==> src/rtl/irq_chain_pkg.sv <==
package irq_chain_pkg;
  localparam int unsigned VEC_W = 8;
  typedef logic [VEC_W-1:0] vec_t;

  function automatic vec_t vec_of(input vec_t base, input vec_t step, input int unsigned idx);
    vec_t r;
    r = base + vec_t'(idx) * step;
    return r;
  endfunction
endpackage

==> src/rtl/irq_cell.sv <==
module irq_cell
  import irq_chain_pkg::*;
#(
  parameter vec_t VEC = 8'h20
) (
  input  logic clk,
  input  logic rst_n,
  input  logic req_i,
  input  logic ei_i,
  input  logic ack_n_i,
  input  logic ack_fall_i,
  output logic irq_n_o,
  output logic eo_o,
  output vec_t vec_o,
  output logic oe_o
);
  logic pending_q, serving_q;
  logic active, claim, release_now;

  assign active      = pending_q & ei_i;
  assign claim       = ack_fall_i & active & ~serving_q;
  assign release_now = serving_q & ack_n_i;

  always_ff @(posedge clk or negedge rst_n) begin
    if (!rst_n) begin
      pending_q <= 1'b0;
      serving_q <= 1'b0;
    end else begin
      pending_q <= (pending_q & ~release_now) | req_i;
      if (release_now)
        serving_q <= 1'b0;
      else if (claim)
        serving_q <= 1'b1;
    end
  end

  assign irq_n_o = ~active;
  assign eo_o    = ei_i & ~pending_q;
  assign oe_o    = serving_q & ~ack_n_i;
  assign vec_o   = oe_o ? VEC : '0;
endmodule

==> src/rtl/irq_bus_or.sv <==
module irq_bus_or
  import irq_chain_pkg::*;
#(
  parameter int unsigned N = 4
) (
  input  vec_t [N-1:0] vec_i,
  output vec_t         vec_o
);
  vec_t acc [N+1];
  assign acc[0] = '0;
  for (genvar i = 0; i < N; i++) begin : g_or
    assign acc[i+1] = acc[i] | vec_i[i];
  end
  assign vec_o = acc[N];
endmodule

==> src/rtl/irq_daisy_chain.sv <==
module irq_daisy_chain
  import irq_chain_pkg::*;
#(
  parameter int unsigned N        = 4,
  parameter int unsigned VW       = VEC_W,
  parameter vec_t        VEC_BASE = 8'h20,
  parameter vec_t        VEC_STEP = 8'h04
) (
  input  logic          clk,
  input  logic          rst_n,
  input  logic          chain_en_i,
  input  logic [N-1:0]  dev_req_i,
  input  logic          ack_n_i,
  output logic          irq_n_o,
  output logic          chain_en_o,
  output logic [VW-1:0] vec_o,
  output logic          vec_oe_o
);
  logic [N:0]   en_link;
  logic [N-1:0] cell_irq_n;
  logic [N-1:0] cell_oe;
  vec_t [N-1:0] cell_vec;
  vec_t         bus;
  logic         ack_q, ack_fall;

  always_ff @(posedge clk or negedge rst_n) begin
    if (!rst_n) ack_q <= 1'b1;
    else        ack_q <= ack_n_i;
  end
  assign ack_fall = ack_q & ~ack_n_i;

  assign en_link[0] = chain_en_i;

  for (genvar i = 0; i < N; i++) begin : g_cell
    irq_cell #(.VEC(vec_of(VEC_BASE, VEC_STEP, i))) u_cell (
      .clk       (clk),
      .rst_n     (rst_n),
      .req_i     (dev_req_i[i]),
      .ei_i      (en_link[i]),
      .ack_n_i   (ack_n_i),
      .ack_fall_i(ack_fall),
      .irq_n_o   (cell_irq_n[i]),
      .eo_o      (en_link[i+1]),
      .vec_o     (cell_vec[i]),
      .oe_o      (cell_oe[i])
    );
  end

  irq_bus_or #(.N(N)) u_bus (
    .vec_i(cell_vec),
    .vec_o(bus)
  );

  assign irq_n_o    = &cell_irq_n;
  assign chain_en_o = en_link[N];
  assign vec_o      = VW'(bus);
  assign vec_oe_o   = |cell_oe;
endmodule

==> config.mk <==
export PLATFORM = sky130hd
export DESIGN_NAME = irq_daisy_chain
export DESIGN_NICKNAME = d
export VERILOG_FILES = /design/src/rtl/irq_chain_pkg.sv /design/src/rtl/irq_cell.sv /design/src/rtl/irq_bus_or.sv /design/src/rtl/irq_daisy_chain.sv
export SDC_FILE = /design/constraint.sdc
export NUM_CORES = 1
export LEC_CHECK = 0
export ABC_AREA = 1
export BUFFER_PORTS_ARGS = -buffer_cell sky130_fd_sc_hd__buf_2
export CAP_MARGIN = 40
export CORE_MARGIN = 4
export CORE_UTILIZATION = 52
export DETAILED_ROUTE_END_ITERATION = 12
export PLACE_DENSITY = 0.86
export RECOVER_POWER = 100
export SLEW_MARGIN = 20
export SYNTH_ARGS = -nofsm -noshare
export SYNTH_HDL_FRONTEND = slang
export SYNTH_HIERARCHICAL = 1
export SYNTH_SLANG_ARGS = --single-unit
==> constraint.sdc <==
create_clock -name clk -period 1.6 [get_ports clk]
set_clock_uncertainty 0.1 [all_clocks]
set_input_delay 0.48 -clock clk [delete_from_list [all_inputs] [get_ports clk]]
set_output_delay 0.48 -clock clk [all_outputs]
set_load 0.005 [all_outputs]
Yosys cells after proc, flatten, opt, wreduce, memory -nomap -nowiden. Cells that the tools add are included.

Bitwise logic cells: 53. Reduce and logical (&&, ||, !) cells: 6. Mux-type cells: 12.

Operators with widths (number): $and 1x1->1 (29); $mux 6 (4); $not 1->1 (17); $or 8x6->8 (2); $mux 1 (8); $reduce_bool 2->1 (4); $or 6x6->6 (1); $or 1x1->1 (4); $reduce_and 4->1 (1); $reduce_or 4->1 (1).

Input bits: 8. Output and inout port bits: 11. Bits in registers: 9. Word-level logic and storage cells: 80.

Longest topological paths before layout.
Depth in word-level cells: 9. Depth in mapped cells: 10. Mapped depth without buffers: 10.

Modules after synthesis. The synthesis kept the hierarchy.

By module, submodules not included: irq_cell (seq. area each 50.0 µm², times used 4, cells an instance 26, area an instance 177.7 µm²); irq_bus_or (seq. area each 0.0 µm², times used 1, cells an instance 24, area an instance 90.1 µm²); irq_daisy_chain (seq. area each 26.3 µm², times used 1, cells an instance 9, area an instance 56.3 µm²).

Worst setup path before layout. OpenSTA, ideal clock, no wires.

Kind: input to output. Start: input chain_en_i. End: output irq_n_o. Slack: -0.043 ns. Stages: 9. Arrival: 1.063 ns. Buffers on the path: 0. Data required time: 1.020 ns. Path through: inv_1 nor2_1 inv_1 nor2_1 inv_1 nor2_1 nand2_1 nand2_1 nor2_1.

Longest elaborated chain between the ends: 6. Elaborated cells on any way between the ends: 12. Those cells by class: bitwise: 11; reduce/logical: 1.

Ends and longest elaborated chain: start: declaration (line irq_daisy_chain.sv:11) `input logic chain_en_i,`; $and 1x1->1 (line irq_cell.sv:38) `assign eo_o = ei_i & ~pending_q;`; net en_link[1] (line irq_daisy_chain.sv:19) `logic [N:0] en_link;`; $and 1x1->1 (line irq_cell.sv:38); net en_link[2] (line irq_daisy_chain.sv:19); $and 1x1->1 (line irq_cell.sv:38); net en_link[3] (line irq_daisy_chain.sv:19); $and 1x1->1 (line irq_cell.sv:20) `assign active = pending_q & ei_i;`; $not 1->1 (line irq_cell.sv:37) `assign irq_n_o = ~active;`; net cell_irq_n[3] (line irq_daisy_chain.sv:20) `logic [N-1:0] cell_irq_n;`; $reduce_and 4->1 (line irq_daisy_chain.sv:54) `assign irq_n_o = &cell_irq_n;`; end: declaration (line irq_daisy_chain.sv:14) `output logic irq_n_o,`.

The timed path passes the listed nets, and every way through them passes these cells.

Worst setup path after layout.
Start: register g_cell[0].u_cell.pending_q. End: output irq_n_o.

Longest elaborated chain between the ends: 7. Elaborated cells on any way between the ends: 13. Those cells by class: bitwise: 12; reduce/logical: 1.

Ends and longest elaborated chain: start: declaration (line irq_cell.sv:17) `logic pending_q, serving_q;`; start signal: assignment (line irq_cell.sv:29) `pending_q <= (pending_q & ~release_now) | req_i;`; $not 1->1 (line irq_cell.sv:38); $and 1x1->1 (line irq_cell.sv:38); net en_link[1] (line irq_daisy_chain.sv:19); $and 1x1->1 (line irq_cell.sv:38); net en_link[2] (line irq_daisy_chain.sv:19); $and 1x1->1 (line irq_cell.sv:38); net en_link[3] (line irq_daisy_chain.sv:19); $and 1x1->1 (line irq_cell.sv:20); $not 1->1 (line irq_cell.sv:37); net cell_irq_n[3] (line irq_daisy_chain.sv:20); $reduce_and 4->1 (line irq_daisy_chain.sv:54).

The timed path passes the listed nets, and every way through them passes these cells.

==> results.sh <==
export IMPL_int_pwr_uw=370
export IMPL_grt_overflow_total=0
export IMPL_post_placement_worst_setup_slack_ps=-319
export IMPL_worst_endpoint_arrival_ps=1340
export IMPL_cts_num_sinks=9
export IMPL_dp_hpwl_um=1000
export IMPL_nNetsFinal=168
export IMPL_design_power_total_uw=505
export IMPL_p_sw_uw=135
export IMPL_fp_dieH_um=48.6
export IMPL_gpl_final_weighted_congestion=0.695
export IMPL_worst_setup_path_start_kind="register"
export IMPL_post_route_cells_drive_above_1_share=0.302
export IMPL_final_common_cell="nand2_1"
export IMPL_period_minus_slack_ps=1920
export IMPL_cts_tree="yes"
export IMPL_cap_viol_max_count=0
export IMPL_p_clk_frac=0.346
export IMPL_total_leakage_power_uw=0.000595
export IMPL_ant_nets=0
export IMPL_row_count=14
export IMPL_timing_fmax_ghz=0.521
export IMPL_total_via_count_in_the_routed_design=664
export IMPL_grt_usage=0.125
export IMPL_htreeDepth=1
export IMPL_avgSynthCellArea_sq_um=6.26
export IMPL_pwr_share_comb=0.182
export IMPL_synth_area_sq_um=857
export IMPL_clkTransAtPathRegs_ps=60
export IMPL_timing_critical_path_slowest_stage_cell="dfrtp_1"
export IMPL_yosysWarningCount=6
export IMPL_design_portCount=19
export IMPL_synth_seq_area_share=0.264
export IMPL_layout_cells_most_common_list="nand2_1, nor2_1, conb_1, inv_1, buf_4"
export IMPL_antenna_cells_inserted=0
export IMPL_floorplan_die_area_sq_um=2360
export IMPL_failed_checks="negative setup slack"
export IMPL_pin_count_of_the_biggest_net_entering_global_routing=10
export IMPL_floorplan_initialDensity=0.562
export IMPL_firstDrtPassIters=2
export IMPL_fin_crit_sh=1.20
export IMPL_worstPathMaxFanout=2
export IMPL_holdCritPathClass="in2reg"
export IMPL_synth_top_cell_by_area="buf_4"
export IMPL_flop_and_latch_count_out_of_synthesis=9
export IMPL_syn2layout_area_growth_pct=9.64
export IMPL_fin_ws_ps=-319
export IMPL_cp_buffers_inverters=3
export IMPL_count_of_different_cell_masters_after_synthesis=9
export IMPL_cts_inserted_buffers=3
export IMPL_grt_pass1_vias=612
export IMPL_final_hold_violating_endpoints=0
export IMPL_cts_root_buffer_cell="clkbuf_4"
export IMPL_crit_path_cell_chain="nor2_2, inv_2, nor2_2, inv_1, nor2_2, nand2_1, nand2_1, nor2_1, buf_2"
export IMPL_crit_path_end_kind="primary output"
export IMPL_nFillCells=155
export IMPL_critical_path_class="reg2out"
export IMPL_ff2ff_path_depth=9
export IMPL_crit_family="simple AND/OR/NAND/NOR gates"
export IMPL_placeableCoreArea_sq_um=1520
export IMPL_drt_vias_per_instance=3.79
export IMPL_worstPathRequired_ps=1020
export IMPL_detail_route_wl_per_cell_um=7.23
export IMPL_max_clock_path_buffers=2
export IMPL_yosys_top_cells_area="buf_4, dfrtp_1, nand2_1"
export IMPL_power_density_nw_per_um2=538
export IMPL_p_seq_frac=0.472
export IMPL_finalInstanceArea_sq_um=940
export IMPL_maxSlewHeadroom=0.633
export IMPL_grt_antenna_before_repair=0
export IMPL_synthesis_instances=137
export IMPL_first_iter_violations=11
export IMPL_slew_viol_final=0
export IMPL_grt_first_pass_wirelength_um=2350
export IMPL_rsz_0062_raised_after_global_routing="true"
export IMPL_detail_route_wirelength_um=1270
export IMPL_worst_slew_pin_slew_ps=551
export IMPL_slowest_delay_ps=390
export IMPL_finalSetupViolCount=6
export IMPL_placedInstanceArea_sq_um=842
export IMPL_portBuffers=13
export IMPL_run_status="finished with violations"
export IMPL_swShare=0.268
export IMPL_floorplan_die_width_um=48.6
export IMPL_hold_path_stages=3
export IMPL_drc=0
export IMPL_path_depth=9
export IMPL_worstSkewPairLatency_ps=260
export IMPL_synthDominantCellAreaShare=0.280
export IMPL_max_vdd_ir_drop_mv=0.595
export IMPL_crit_top_cell="nor2_2"
-- state kept, by name, indices dropped and copies added (netlist names) --
signal,count
g_cell.u_cell/pending_q,4
ack_q,1
g_cell.u_cell/serving_q,4
-- path summary, 6_finish.rpt --
check | endpoint | startpoint | slack [ps]
worst max-delay path | irq_n_o | g_cell[0].u_cell/pending_q | -320
worst min-delay path | g_cell[3].u_cell/pending_q | dev_req_i[3] | 300
worst max register to register | g_cell[2].u_cell/serving_q | g_cell[0].u_cell/pending_q | 400
worst min register to register | g_cell[3].u_cell/pending_q | g_cell[3].u_cell/pending_q | 400
max in group asynchronous | ack_q | rst_n | 420
min in group asynchronous | g_cell[3].u_cell/serving_q | rst_n | 620
-- kinds of logic after synthesis --
group,Yosys count,synth area share
other cells,4,0.0175
flops,9,0.264
buf+inv,57,0.390
simple gates,67,0.328
-- metal layers --
layer	track usage	part of all wire	vias to the layer above
li1	-	-	375
met1	0.137	0.43	274
met2	0.224	0.51	13
met3	0.0215	0.042	2
met4	0.0673	0.020	0
met5	0	0	-
-- area by class of cell --
class,instances,area (sq um),share of cell area
inverters,25,96.3,0.103
multi-input cells,91,382,0.406
repair buffers,30,189,0.201
well taps,16,20.0,0.0213
clock buffers,4,26.3,0.0280
flip-flops and latches,9,226,0.241
-- stage by stage --
step | setup TNS [ps] | std cells | util | hold WS, ps
2_1_floorplan | -7.95 | 157 | - | 84.4
3_3_place_gp | -645 | 162 | 0.553 | 234
3_5_place_dp | -786 | 162 | 0.553 | 240
4_1_cts | -636 | 172 | 0.606 | 296
5_1_grt | -2300 | 175 | 0.617 | 294
6_report | -1660 | 175 | 0.617 | 305
-- power by group through the flow --
stage / clock, uW / sequential [uW] / combinational (uW)
after floorplan: 0 / 242 / 89.1
after global placement: 0 / 243 / 80.9
after detailed placement: 0 / 243 / 84.3
after CTS: 183 / 238 / 92.8
after global routing: 203 / 239 / 108
final: 175 / 238 / 92.0
-- synthesized netlist by cell type --
master,number
nand2_1,35
inv_2,8
dfrtp_1,8
dfstp_2,1
buf_4,32
nor2_1,28
nor2_4,4
conb_1,4
inv_1,17
-- tightest hold or removal path: cells and delay by family --
kind	cells	cell delay, ps
and+or+nand+nor	1	50
buffers and inverters	2	110
-- what timing repair did --
item / in CTS / in global routing
setup buffers: 5 / 3
pin swaps: 9 / 2
hold buffers: 1 / 0
endpoints found under the hold margin: 8 / 0
resized for setup: 3 / 2
endpoints found under the setup margin: 6 / 6
No activity file was read; power rests on OpenSTA's default activity.
